**config.mk**
```make
export PLATFORM = sky130hd
export DESIGN_NAME = chan_status_irq
export DESIGN_NICKNAME = d
export VERILOG_FILES = /design/src/rtl/csi_pkg.sv /design/src/rtl/csi_chan_reg.sv /design/src/rtl/csi_port_fsm.sv /design/src/rtl/csi_irq_merge.sv /design/src/rtl/chan_status_irq.sv
export SDC_FILE = /design/constraint.sdc
export NUM_CORES = 1
export LEC_CHECK = 0
export BUFFER_PORTS_ARGS = -buffer_cell sky130_fd_sc_hd__buf_2
export CORE_MARGIN = 2
export CORE_UTILIZATION = 34
export CTS_CLUSTER_DIAMETER = 80
export DETAILED_ROUTE_END_ITERATION = 8
export GPL_TIMING_DRIVEN = 0
export SLEW_MARGIN = 20
export SYNTH_ARGS = -nofsm -noshare
export SYNTH_HDL_FRONTEND = slang
export SYNTH_SLANG_ARGS = --single-unit
export TNS_END_PERCENT = 10
```
**constraint.sdc**
```tcl
create_clock -name clk -period 3.3 [get_ports clk]
set_input_delay 0.495 -clock clk [delete_from_list [all_inputs] [get_ports clk]]
set_output_delay 0.495 -clock clk [all_outputs]
set_load 0.01 [all_outputs]
```
**src/rtl/csi_pkg.sv**
```systemverilog
package csi_pkg;
    localparam int WORD = 32;
    localparam int IDXW = 5;

    localparam int B_BUSERR  = 0;
    localparam int B_START   = 1;
    localparam int B_END     = 2;
    localparam int B_STOP    = 3;
    localparam int B_RAS     = 4;
    localparam int B_REQP    = 8;
    localparam int B_EOR     = 9;
    localparam int B_CMP     = 10;
    localparam int B_MASKRUN = 22;
    localparam int B_RASEN   = 23;
    localparam int B_CLRCMP  = 24;
    localparam int B_SETCMP  = 25;
    localparam int B_EOREN   = 28;
    localparam int B_STOPEN  = 29;
    localparam int B_NOFETCH = 30;
    localparam int B_RUN     = 31;

    localparam logic [WORD-1:0] KEEP_MASK  = 32'h0000_071F;
    localparam logic [WORD-1:0] W1C_MASK   = 32'h0000_0207;
    localparam logic [WORD-1:0] CTRL_MASK  = 32'hFFC0_0000;
    localparam logic [WORD-1:0] RESET_WORD = 32'h0000_0008;

    typedef enum logic [1:0] {
        PS_IDLE  = 2'd0,
        PS_FETCH = 2'd1,
        PS_KICK  = 2'd2
    } port_state_e;

    // Result of a register write applied to a stored status word.
    function automatic logic [WORD-1:0] apply_write(input logic [WORD-1:0] cur,
                                                    input logic [WORD-1:0] wd);
        logic [WORD-1:0] n;
        n = cur & KEEP_MASK & ~(wd & W1C_MASK);
        n = n | (wd & CTRL_MASK);
        if (wd[B_RUN])
            n[B_STOP] = 1'b0;
        else if (!wd[B_MASKRUN])
            n[B_STOP] = 1'b1;
        if (wd[B_SETCMP])
            n[B_CMP] = 1'b1;
        else if (wd[B_CLRCMP])
            n[B_CMP] = 1'b0;
        n[B_REQP] = 1'b0;
        return n;
    endfunction
endpackage

```
**src/rtl/csi_chan_reg.sv**
```systemverilog
module csi_chan_reg
    import csi_pkg::*;
(
    input  logic            clk,
    input  logic            rst_n,
    input  logic            wr_en,
    input  logic [WORD-1:0] wr_data,
    input  logic [WORD-1:0] set_bits,
    output logic [WORD-1:0] status
);
    logic [WORD-1:0] next_word;

    always_comb begin
        next_word = wr_en ? apply_write(status, wr_data) : status;
        // Engine events win over a same-cycle clear.
        next_word = next_word | set_bits;
    end

    always_ff @(posedge clk or negedge rst_n) begin
        if (!rst_n)
            status <= RESET_WORD;
        else
            status <= next_word;
    end
endmodule

```
**src/rtl/csi_port_fsm.sv**
```systemverilog
module csi_port_fsm
    import csi_pkg::*;
#(
    parameter int NCH = 8
) (
    input  logic            clk,
    input  logic            rst_n,
    input  logic            wr_valid,
    input  logic [IDXW-1:0] wr_chan,
    input  logic [WORD-1:0] wr_data,
    output logic            wr_ready,
    output logic [NCH-1:0]  fetch_pulse,
    output logic [NCH-1:0]  go_pulse
);
    port_state_e     state_q, state_d;
    logic [IDXW-1:0] chan_q;
    logic            accept;
    logic            in_range;

    assign in_range = (int'(wr_chan) < NCH);
    assign accept   = wr_valid && (state_q == PS_IDLE);

    always_comb begin
        state_d = state_q;
        unique case (state_q)
            PS_IDLE: begin
                if (accept && in_range && wr_data[B_RUN])
                    state_d = wr_data[B_NOFETCH] ? PS_KICK : PS_FETCH;
            end
            PS_FETCH: state_d = PS_KICK;
            PS_KICK:  state_d = PS_IDLE;
            default:  state_d = PS_IDLE;
        endcase
    end

    always_ff @(posedge clk or negedge rst_n) begin
        if (!rst_n) begin
            state_q <= PS_IDLE;
            chan_q  <= '0;
        end else begin
            state_q <= state_d;
            if (accept)
                chan_q <= wr_chan;
        end
    end

    always_comb begin
        wr_ready    = (state_q == PS_IDLE);
        fetch_pulse = '0;
        go_pulse    = '0;
        for (int i = 0; i < NCH; i++) begin
            if (chan_q == IDXW'(i)) begin
                fetch_pulse[i] = (state_q == PS_FETCH);
                go_pulse[i]    = (state_q == PS_KICK);
            end
        end
    end
endmodule

```
**src/rtl/csi_irq_merge.sv**
```systemverilog
module csi_irq_merge
    import csi_pkg::*;
#(
    parameter int NCH = 8
) (
    input  logic [NCH*WORD-1:0] stat_flat,
    output logic [NCH-1:0]      summary,
    output logic                irq
);
    logic [NCH-1:0] v_stop, v_eor, v_ras, v_start, v_end;

    for (genvar g = 0; g < NCH; g++) begin : g_src
        localparam int BASE = g * WORD;
        assign v_stop[g]  = stat_flat[BASE+B_STOP] & stat_flat[BASE+B_STOPEN];
        assign v_eor[g]   = stat_flat[BASE+B_EOR]  & stat_flat[BASE+B_EOREN];
        assign v_ras[g]   = stat_flat[BASE+B_RAS]  & stat_flat[BASE+B_RASEN];
        assign v_start[g] = stat_flat[BASE+B_START];
        assign v_end[g]   = stat_flat[BASE+B_END];
    end

    assign summary = v_stop | v_eor | v_ras | v_start | v_end;
    assign irq     = |summary;
endmodule

```
**src/rtl/chan_status_irq.sv**
```systemverilog
module chan_status_irq
    import csi_pkg::*;
#(
    parameter int NCH = 8
) (
    input  logic            clk,
    input  logic            rst_n,
    input  logic            wr_valid,
    output logic            wr_ready,
    input  logic [4:0]      wr_chan,
    input  logic [31:0]     wr_data,
    input  logic [4:0]      rd_chan,
    output logic [31:0]     rd_data,
    input  logic [NCH-1:0]  evt_buserr,
    input  logic [NCH-1:0]  evt_start,
    input  logic [NCH-1:0]  evt_end,
    input  logic [NCH-1:0]  evt_stop,
    input  logic [NCH-1:0]  evt_ras,
    input  logic [NCH-1:0]  evt_eor,
    input  logic [NCH-1:0]  req_active,
    output logic [NCH-1:0]  fetch_pulse,
    output logic [NCH-1:0]  go_pulse,
    output logic [NCH-1:0]  irq_summary,
    output logic            irq
);
    logic [NCH*WORD-1:0] stat_flat;
    logic                accept;

    assign accept = wr_valid && wr_ready;

    csi_port_fsm #(.NCH(NCH)) u_fsm (
        .clk         (clk),
        .rst_n       (rst_n),
        .wr_valid    (wr_valid),
        .wr_chan     (wr_chan),
        .wr_data     (wr_data),
        .wr_ready    (wr_ready),
        .fetch_pulse (fetch_pulse),
        .go_pulse    (go_pulse)
    );

    for (genvar g = 0; g < NCH; g++) begin : g_chan
        logic [WORD-1:0] set_bits;
        always_comb begin
            set_bits           = '0;
            set_bits[B_BUSERR] = evt_buserr[g];
            set_bits[B_START]  = evt_start[g];
            set_bits[B_END]    = evt_end[g];
            set_bits[B_STOP]   = evt_stop[g];
            set_bits[B_RAS]    = evt_ras[g];
            set_bits[B_EOR]    = evt_eor[g];
        end
        csi_chan_reg u_reg (
            .clk      (clk),
            .rst_n    (rst_n),
            .wr_en    (accept && (wr_chan == IDXW'(g))),
            .wr_data  (wr_data),
            .set_bits (set_bits),
            .status   (stat_flat[g*WORD +: WORD])
        );
    end

    csi_irq_merge #(.NCH(NCH)) u_merge (
        .stat_flat (stat_flat),
        .summary   (irq_summary),
        .irq       (irq)
    );

    always_comb begin
        rd_data = '0;
        for (int i = 0; i < NCH; i++) begin
            if (rd_chan == IDXW'(i)) begin
                rd_data         = stat_flat[i*WORD +: WORD];
                rd_data[B_REQP] = req_active[i];
            end
        end
    end
endmodule

```
==> impl_metrics.env <==
export IMPL_synth_top_area_cell="dfrtp_1"
export IMPL_netlist_instances=738
export IMPL_cts_root_buf="clkbuf_16"
export IMPL_drv_cap=0
export IMPL_reg2reg_from="u_fsm.state_q[0]"
export IMPL_port_buffers=115
export IMPL_tightest_slew_ns=0.790
export IMPL_post_route_drc_count=0
export IMPL_gp_congestion=0.827
export IMPL_reg2regPathDepth=5
export IMPL_layout_worst_path_cycle_share_pct=92.4
export IMPL_cts_tree="done"
export IMPL_yosysWarnings=0
export IMPL_grt_util_all_layers_pct=19.8
export IMPL_routedWlPerCell_um=18.2
export IMPL_pwr_density_cell_mw_per_mm2=552
export IMPL_cts_hold_buf=0
export IMPL_slew_headroom_pct=46.9
export IMPL_grt_pass1_wl_mm=32.9
export IMPL_outcome="finished, violations left"
export IMPL_fmax_mhz=328
export IMPL_grt_pass1_vias=5631
export IMPL_std_cell_rows=53
export IMPL_die_w_um=149
export IMPL_p_leak_nw=4.16
export IMPL_start_util_pct=34.4
export IMPL_rrSetupSlack_ns=0.80
export IMPL_cts_sinks=143
export IMPL_clk_path_buf_depth=2
export IMPL_syn_area_sq_mm=0.00716
export IMPL_hold_class="input pin to async pin"
export IMPL_top_layer="met4"
export IMPL_intPower_w=0.00357
export IMPL_wl_met2_mm=10.0
export IMPL_path_class="input pin to primary output"
export IMPL_setup_ws_ns=0.251
export IMPL_final_common_cell="nand2_1"
export IMPL_crit_path_start="rd_chan[0]"
export IMPL_viasPerCell=4.92
export IMPL_core_area_sq_mm=0.0208
export IMPL_final_cell_mix="234 x nand2_1, 135 x dfrtp_1, 131 x buf_2"
export IMPL_layout_min_cycle_time_ns=3.05
export IMPL_fp_dieH_um=149
export IMPL_yosysTopAreaCellShare_pct=47.2
export IMPL_switching_share_pct=26.6
export IMPL_p_seq_share_pct=43.5
export IMPL_cp_max_fo=10
export IMPL_drtIter0Drc=369
export IMPL_setup_viol=0
export IMPL_worstPathArrival_ns=2.55
export IMPL_htreeDepth=4
export IMPL_synth_seq_cells=143
export IMPL_ios=159
export IMPL_avgSynthCellArea_sq_um=9.70
export IMPL_end_kind="primary output"
export IMPL_synth_distinct_cells=45
export IMPL_cts_made_buffers=17
export IMPL_first_pass_iters=5
export IMPL_diodes=0
export IMPL_wl_met3_um=984
export IMPL_drive_gt1_share_pct=26.6
export IMPL_synth_edff_count=0
export IMPL_finalNetCount=987
export IMPL_power_share_clock_pct=43.2
export IMPL_path_clk_slew_ns=0.06
export IMPL_wl_met1_mm=9.86
export IMPL_final_max_slew_viol_count=0
export IMPL_drt_wl_total_mm=21.4
export IMPL_fin_skew_ns=0.00638
export IMPL_combPwrFrac_pct=13.3
export IMPL_antenna_found_initial=0
export IMPL_tns_ns=0
export IMPL_synthTopCellsByArea="dfrtp_1 47%, nand2_1 12%, mux2i_1 6.3%"
export IMPL_grt_max_degree=86
export IMPL_violations="hold timing"
export IMPL_yosysSeqAreaShare_pct=50.1
export IMPL_die_area_sq_mm=0.0222
export IMPL_switchingPower_w=0.00129
export IMPL_crit_required_ns=2.80
export IMPL_start_kind="input pin"
export IMPL_synthToLayoutAreaGrowth_pct=23.2
export IMPL_final_antenna_net_count=0
export IMPL_hold_ws_ns=-0.00795
export IMPL_synth_async_reset_ratio_pct=100
export IMPL_irDropWorstVdd_mv=0.334
export IMPL_vias=5778
export IMPL_dpl_hpwl_mm=16.2
export IMPL_clk_latency_ns=0.43
export IMPL_hold_violations=6
export IMPL_pre_cts_ws_ns=0.0617
export IMPL_utilization_pct=42.3
export IMPL_grt_ovfl_total=0
export IMPL_ys_flop_type="dfrtp_1"
export IMPL_rsz0062_at_grt="no"
export IMPL_rr_endpoint="g_chan[2].u_reg.status[30]"
==> cell type report <==
class | count | area [sq um]
Fill cell | 2046 | 12000
Sequential cell | 143 | 3590
Multi-Input combinational cell | 539 | 3260
Timing Repair Buffer | 116 | 613
Clock buffer | 20 | 457
Tap cell | 275 | 344
Buffer | 61 | 335
Clock inverter | 12 | 183
Inverter | 8 | 33.8
==> power by group through the flow <==
stage | logic, W | registers (W) | clock network [W]
after floorplan | 0.000418 | 0.00210 | 0
after global placement | 0.000628 | 0.00213 | 0
after detailed placement | 0.000648 | 0.00214 | 0
after CTS | 0.000649 | 0.00211 | 0.00211
after global routing | 0.000722 | 0.00214 | 0.00220
final | 0.000648 | 0.00211 | 0.00210
==> cell families after synthesis <==
logic type	share of synthesized area, %
buffers and inverters	5.07
DFF	50.1
other	0.0524
and+or+nand+nor	18.8
muxes	12.0
AOI/OAI and AO/OA	14.0
==> flip-flops by register name, summed over array words and instances, names as in the netlist <==
name and flops:
u_fsm.chan_q 5, u_fsm.state_q 2, g_chan.u_reg.status 136
==> through the flow <==
| step | std cells | cell area [sq um] | power, W | hold slack, ns |
|---|---|---|---|---|
| after detailed placement | 1142 | 8170 | 0.00279 | 0.460 |
| after global routing | 1174 | 8820 | 0.00506 | 0.0177 |
| after floorplan | 751 | 7210 | 0.00252 | 0.199 |
| after CTS | 1174 | 8800 | 0.00488 | 0.0104 |
| final | 1174 | 8820 | 0.00486 | -0.00795 |
| after global placement | 1141 | 8130 | 0.00276 | 0.453 |
==> layer usage <==
layer  up-vias  GRT usage (%)
li1       2809              -
met1      2781           27.4
met2       160           31.3
met3        28           3.15
met4         0           7.33
met5         -              0
==> critical path: stages <==
cell and delay, ns:
buf_2 0.29, buf_2 0.39, buf_1 0.64, mux2i_1 0.18, a22oi_1 0.35, buf_2 0.20
==> synthesized netlist by cell type, types with 2 or more instances <==
master and instances:
nand2_1 234, dfrtp_1 135, a21o_1 55, mux2i_1 45
nor2_1 28, clkbuf_1 21, mux2_2 20, o21ai_0 20
a22oi_1 19, a21oi_1 18, buf_4 18, buf_2 17
nor3_1 9, or2_2 9, a211oi_1 8, a22o_1 8
dfstp_2 8, mux4_2 8, inv_1 7, nand2b_1 4
o2bb2ai_1 4, a211o_1 3, a31oi_1 3, buf_1 3
nand3_1 3, nor2b_1 3, nor4_1 3, nor4_4 3
o32ai_1 3, buf_6 2, nand4_1 2, o21ai_1 2
==> how the worst max path moves through the flow <==
| stage | endpoint | cells past startpoint |
|---|---|---|
| after CTS | rd_data[26] | 7 |
| after global placement | u_fsm.state_q[0] | 1 |
| after detailed placement | rd_data[26] | 6 |
| after global routing | rd_data[27] | 6 |
| after floorplan | rd_data[0] | 5 |
| final | rd_data[27] | 6 |
==> what timing repair did <==
action	4_1_cts	5_1_grt
setup endpoints to repair	0	10
hold endpoints to repair	0	0
setup buffers	0	0
resized for setup	0	6
(Power assumes the default switching activity.)
